## config.mk

```make
export PLATFORM = sky130hd
export DESIGN_NAME = rx_fifo_flow
export DESIGN_NICKNAME = d
export VERILOG_FILES = /design/src/rtl/rxf_pkg.sv /design/src/rtl/rxf_store.sv /design/src/rtl/rxf_level.sv /design/src/rtl/rxf_rts.sv /design/src/rtl/rx_fifo_flow.sv
export SDC_FILE = /design/constraint.sdc
export NUM_CORES = 1
export LEC_CHECK = 0
export ABC_AREA = 0
export BUFFER_PORTS_ARGS = -buffer_cell sky130_fd_sc_hd__buf_4
export CAP_MARGIN = 20
export CORE_UTILIZATION = 40
export DETAILED_ROUTE_END_ITERATION = 6
export PLACE_DENSITY = 0.59
export SYNTH_ARGS = -nofsm -noshare
export SYNTH_HDL_FRONTEND = slang
export SYNTH_SLANG_ARGS = --single-unit
```

## constraint.sdc

```tcl
create_clock -name clk_i -period 3.5 [get_ports clk_i]
set_input_delay 0.175 -clock clk_i [delete_from_list [all_inputs] [get_ports clk_i]]
set_output_delay 0.175 -clock clk_i [all_outputs]
set_load 0.02 [all_outputs]
```

## src/rtl/rxf_pkg.sv

```systemverilog
package rxf_pkg;
  localparam int unsigned DW      = 8;
  localparam int unsigned DEEP    = 64;
  localparam int unsigned SHALLOW = 16;

  // threshold table, indexed by capacity mode and selector
  function automatic int unsigned thr_lookup(input logic deep, input logic [1:0] sel);
    int unsigned t;
    if (deep) begin
      case (sel)
        2'd0: t = 1;
        2'd1: t = 16;
        2'd2: t = 32;
        default: t = 56;
      endcase
    end else begin
      case (sel)
        2'd0: t = 1;
        2'd1: t = 4;
        2'd2: t = 8;
        default: t = 14;
      endcase
    end
    return t;
  endfunction
endpackage

```

## src/rtl/rxf_store.sv

```systemverilog
module rxf_store #(
  parameter int unsigned DW    = 8,
  parameter int unsigned DEPTH = 64,
  localparam int unsigned PW   = $clog2(DEPTH),
  localparam int unsigned CW   = $clog2(DEPTH + 1)
) (
  input  logic          clk_i,
  input  logic          rst_ni,
  input  logic          push_i,
  input  logic          pop_i,
  input  logic [DW-1:0] wdata_i,
  output logic [DW-1:0] rdata_o,
  output logic [CW-1:0] count_o,
  output logic [CW-1:0] count_nx_o
);
  logic [DW-1:0] mem_q [DEPTH];
  logic [PW-1:0] wr_ptr_q, rd_ptr_q;
  logic [CW-1:0] count_q;

  always_comb begin
    count_nx_o = count_q;
    if (push_i && !pop_i) count_nx_o = count_q + CW'(1);
    if (pop_i && !push_i) count_nx_o = count_q - CW'(1);
  end

  always_ff @(posedge clk_i or negedge rst_ni) begin
    if (!rst_ni) begin
      wr_ptr_q <= '0;
      rd_ptr_q <= '0;
      count_q  <= '0;
    end else begin
      if (push_i) wr_ptr_q <= wr_ptr_q + PW'(1);
      if (pop_i)  rd_ptr_q <= rd_ptr_q + PW'(1);
      count_q <= count_nx_o;
    end
  end

  always_ff @(posedge clk_i) begin
    if (push_i) mem_q[wr_ptr_q] <= wdata_i;
  end

  assign rdata_o = mem_q[rd_ptr_q];
  assign count_o = count_q;
endmodule

```

## src/rtl/rxf_level.sv

```systemverilog
module rxf_level #(
  parameter int unsigned DEPTH   = 64,
  parameter int unsigned SHALLOW = 16,
  localparam int unsigned CW     = $clog2(DEPTH + 1)
) (
  input  logic          fifo_en_i,
  input  logic          deep_i,
  input  logic [1:0]    sel_i,
  output logic [CW-1:0] thr_o,
  output logic [CW-1:0] cap_o
);
  import rxf_pkg::*;

  always_comb begin
    if (!fifo_en_i) begin
      thr_o = CW'(1);
      cap_o = CW'(1);
    end else begin
      thr_o = CW'(thr_lookup(deep_i, sel_i));
      cap_o = deep_i ? CW'(DEPTH) : CW'(SHALLOW);
    end
  end
endmodule

```

## src/rtl/rxf_rts.sv

```systemverilog
module rxf_rts #(
  parameter int unsigned CW = 7
) (
  input  logic          clk_i,
  input  logic          rst_ni,
  input  logic          auto_i,
  input  logic [CW-1:0] count_nx_i,
  input  logic [CW-1:0] thr_i,
  output logic          rts_no
);
  logic off_q;

  // hysteresis: off at threshold, on again only when drained
  always_ff @(posedge clk_i or negedge rst_ni) begin
    if (!rst_ni)                  off_q <= 1'b0;
    else if (!auto_i)             off_q <= 1'b0;
    else if (count_nx_i >= thr_i) off_q <= 1'b1;
    else if (count_nx_i == '0)    off_q <= 1'b0;
  end

  assign rts_no = off_q;
endmodule

```

## src/rtl/rx_fifo_flow.sv

```systemverilog
module rx_fifo_flow #(
  parameter int unsigned DW      = rxf_pkg::DW,
  parameter int unsigned DEPTH   = rxf_pkg::DEEP,
  parameter int unsigned SHALLOW = rxf_pkg::SHALLOW,
  localparam int unsigned CW     = $clog2(DEPTH + 1)
) (
  input  logic          clk_i,
  input  logic          rst_ni,
  input  logic          wr_en_i,
  input  logic [DW-1:0] wr_data_i,
  input  logic          rd_en_i,
  input  logic          stat_rd_i,
  input  logic          fifo_en_i,
  input  logic          deep_i,
  input  logic [1:0]    trig_sel_i,
  input  logic          rts_auto_i,
  output logic [DW-1:0] rd_data_o,
  output logic [CW-1:0] count_o,
  output logic          empty_o,
  output logic          ovf_o,
  output logic          trig_irq_o,
  output logic          rts_no
);
  logic [CW-1:0] thr, cap, count, count_nx;
  logic          is_empty, is_full, push, pop, drop;
  logic          ovf_q;

  rxf_level #(.DEPTH(DEPTH), .SHALLOW(SHALLOW)) u_level (
    .fifo_en_i (fifo_en_i),
    .deep_i    (deep_i),
    .sel_i     (trig_sel_i),
    .thr_o     (thr),
    .cap_o     (cap)
  );

  assign is_empty = (count == '0);
  assign is_full  = (count >= cap);
  assign pop      = rd_en_i && !is_empty;
  // a read in the same cycle frees a slot for the incoming byte
  assign push     = wr_en_i && (!is_full || pop);
  assign drop     = wr_en_i && !push;

  rxf_store #(.DW(DW), .DEPTH(DEPTH)) u_store (
    .clk_i      (clk_i),
    .rst_ni     (rst_ni),
    .push_i     (push),
    .pop_i      (pop),
    .wdata_i    (wr_data_i),
    .rdata_o    (rd_data_o),
    .count_o    (count),
    .count_nx_o (count_nx)
  );

  rxf_rts #(.CW(CW)) u_rts (
    .clk_i      (clk_i),
    .rst_ni     (rst_ni),
    .auto_i     (rts_auto_i),
    .count_nx_i (count_nx),
    .thr_i      (thr),
    .rts_no     (rts_no)
  );

  always_ff @(posedge clk_i or negedge rst_ni) begin
    if (!rst_ni)        ovf_q <= 1'b0;
    else if (drop)      ovf_q <= 1'b1;
    else if (stat_rd_i) ovf_q <= 1'b0;
  end

  assign count_o    = count;
  assign empty_o    = is_empty;
  assign ovf_o      = ovf_q;
  assign trig_irq_o = (count >= thr);
endmodule

```

==> results_dict.tcl <==
set metrics [dict create \
    dr.pass1.iters 5 \
    yosysSeqAreaShare_pct 74.6 \
    wl_um 48000 \
    synth_edf_count 512 \
    drive_gt1_share_pct 35.3 \
    final.min_clock_period_ns 3.46 \
    synth_nets 1018 \
    synthCells 980 \
    place_congestion 0.804 \
    finalInstanceArea_um2 25300 \
    first_global_vias 10600 \
    synth_common_cells "edfxtp_1, mux4_2, nor2_1" \
    path_clk_slew_ns 0.06 \
    maxCapViolCount 0 \
    cts_made_buffers 55 \
    r2r_setup_slack_ns 0.21 \
    drt_iter0_markers 939 \
    grt_max_degree 75 \
    postRouteAntennaNets 0 \
    dieArea_um2 54200 \
    routed_via_density 5.54 \
    ys_ff_latch 533 \
    syn_area_per_cell_um2 21.7 \
    reg2reg_depth 14 \
    hold_ws_ns 0.0764 \
    required_ns 3.32 \
    clkSinkCount 533 \
    leakagePower_nw 8.25 \
    synthToLayoutAreaGrowth_pct 18.8 \
    fmax_mhz 289 \
    ctsLongestPathBuffers 3 \
    setup_tns_ns 0 \
    crit_type "reg -> out" \
    power_density_nw_per_um2 802 \
    clock_skew_ns 0.0316 \
    rsz0062_at_grt "true" \
    cts-root-buf "clkbuf_16" \
    slew_headroom_pct 48.6 \
    cp-start-kind "flip-flop" \
    overflow 0 \
    power.total_w 0.0203 \
    core_area_um2 52600 \
    clock_latency_ns 0.60 \
    antenna_cells 0 \
    period_share_pct 98.9 \
    final_nets 1179 \
    min_to "u_store.wr_ptr_q[1]$_DFFE_PN0P_" \
    worstMarginPinSlew_ns 0.771 \
    yosysMostFrequentCell "edfxtp_1" \
    place_ws_ns 0.165 \
    std_cell_rows 84 \
    drc 0 \
    holdCritPathClass "in -> reg" \
    final_hold_viol_count 0 \
    antenna_found_initial 0 \
    initial_core_util_pct 40.6 \
    yosys_warnings 0 \
    place_area_um2 23100 \
    synth-async-reset-ratio_pct 3.94 \
    worst_ep_arrival_time_ns 3.29 \
    cts-htree-levels 2 \
    min_path_cells 4 \
    outcome "finished clean" \
    num-fill-cells 4266 \
    finalMaxSlewViolations 0 \
    ioPinCount 37 \
    synth_top_area_cell "edfxtp_1" \
    dieWidth_um 233 \
    yosysTopAreaCellShare_pct 72.1 \
    die_h_um 233 \
    crit_start "u_store.rd_ptr_q[0]$_DFFE_PN0N_" \
    wl_per_cell_um 25.6 \
    fin_ws_ns 0.0372 \
    grt_pass1_wl_um 70600 \
    dr_total_vias 10400 \
    path_max_fanout 11 \
    cts_tree "done" \
    min_from "wr_en_i" \
    synth.distinct_cells 53 \
    netlist_top_cells_area "edfxtp_1, mux4_2, dfrtp_1" \
    place_hpwl_um 28300 \
    reg2reg_to "u_rts.rts_no$_DFFE_PN0P_" \
    peakVddDrop_uv 442 \
    io_buffers 36 \
    end_kind "output pin" \
    r2r_start "u_store.count_o[0]$_DFF_PN0_" \
    syn_area_um2 21300 \
    yosys_most_used_dff "edfxtp_1" \
    setup-violations-final 0 \
    track_usage_pct 18.2 \
]
==> layout by cell type (no fill, tap or decap), types with 5 or more instances in the layout <==
master	count
edfxtp_1	512
mux4_2	168
buf_4	124
nor2_1	72
clkbuf_16	57
nand2_1	24
ha_1	20
dfrtp_1	17
clkinv_1	16
clkinv_2	12
xnor2_1	11
buf_16	10
nand3_1	9
inv_1	8
bufinv_16	8
buf_12	8
buf_6	7
dlygate4sd3_1	6
o21ai_1	5
nand4_1	5
a21o_1	5
nor3_1	5
clkbuf_1	5
==> how the worst max path moves through the flow <==
stage	end	slack, ns	cells after the start
2_1_floorplan	u_rts.rts_no$_DFFE_PN0P_	0.009	14
3_3_place_gp	u_rts.rts_no$_DFFE_PN0P_	0.14	14
3_5_place_dp	u_rts.rts_no$_DFFE_PN0P_	0.17	14
4_1_cts	rd_data_o[3]	-0.002	7
5_1_grt	rd_data_o[7]	-0.02	7
6_report	rd_data_o[3]	0.04	7
==> routing by layer <==
metal,GRT usage [%],wire (um),up-vias
li1,-,-,4443
met5,0,0,-
met3,3.36,3100,58
met1,26.0,21000,5524
met2,28.4,22900,348
met4,5.19,1030,0
==> critical path, cell delays in order, from the launching register on <==
cell	delay, ns
dfrtp_4	0.51
buf_12	0.16
buf_4	0.15
buf_16	0.15
mux4_2	0.47
mux4_2	0.52
mux4_2	0.55
buf_6	0.16
==> stage by stage <==
step           instances  util (%)
2_1_floorplan        980         -
3_3_place_gp        1749      43.9
3_5_place_dp        1749      43.9
4_1_cts             1871      48.2
5_1_grt             1873      48.2
6_report            1873      48.2
==> final cells by class <==
class	instances	area, um^2	area share, %
sequential	533	15900	62.8
multi-input combinational	385	5160	20.4
timing repair buffer	157	1550	6.10
clock buffer	61	1420	5.61
tap	688	861	3.40
clock inverter	40	402	1.59
inverter	9	33.8	0.133
==> power breakdown <==
part           leakage [nW]  switching [W]  total [W]  internal (W)
registers              4.86       0.000277    0.00756       0.00728
clock network         0.897        0.00237    0.00587       0.00350
logic                  2.50        0.00342    0.00690       0.00348
==> sequential cells by signal, summed over array words and instances (netlist names) <==
name,count
ovf_o,1
u_rts.rts_no,1
u_store.count_o,7
u_store.mem_q,512
u_store.rd_ptr_q,6
u_store.wr_ptr_q,6
==> cells by family (layout without fill, tap and decap cells) <==
family,after synthesis,count (layout),share of synthesized area [%]
AO/OA/AOI/OAI,40,40,1.49
XOR/XNOR,14,14,0.575
multiplexers,170,170,17.8
AND/OR/NAND/NOR,141,141,3.05
buffers and inverters,62,267,1.27
flip-flops,533,533,74.6
adder cells (fa/ha/maj),20,20,1.17
==> repair_timing <==
action,CTS,global route
setup buffers,7,2
gates resized for setup,18,7
gates cloned,7,1
hold buffers,7,0
endpoints found under the hold margin,24,0
setup endpoints to repair,8,9
pin swaps,0,9
(Power assumes the default switching activity.)
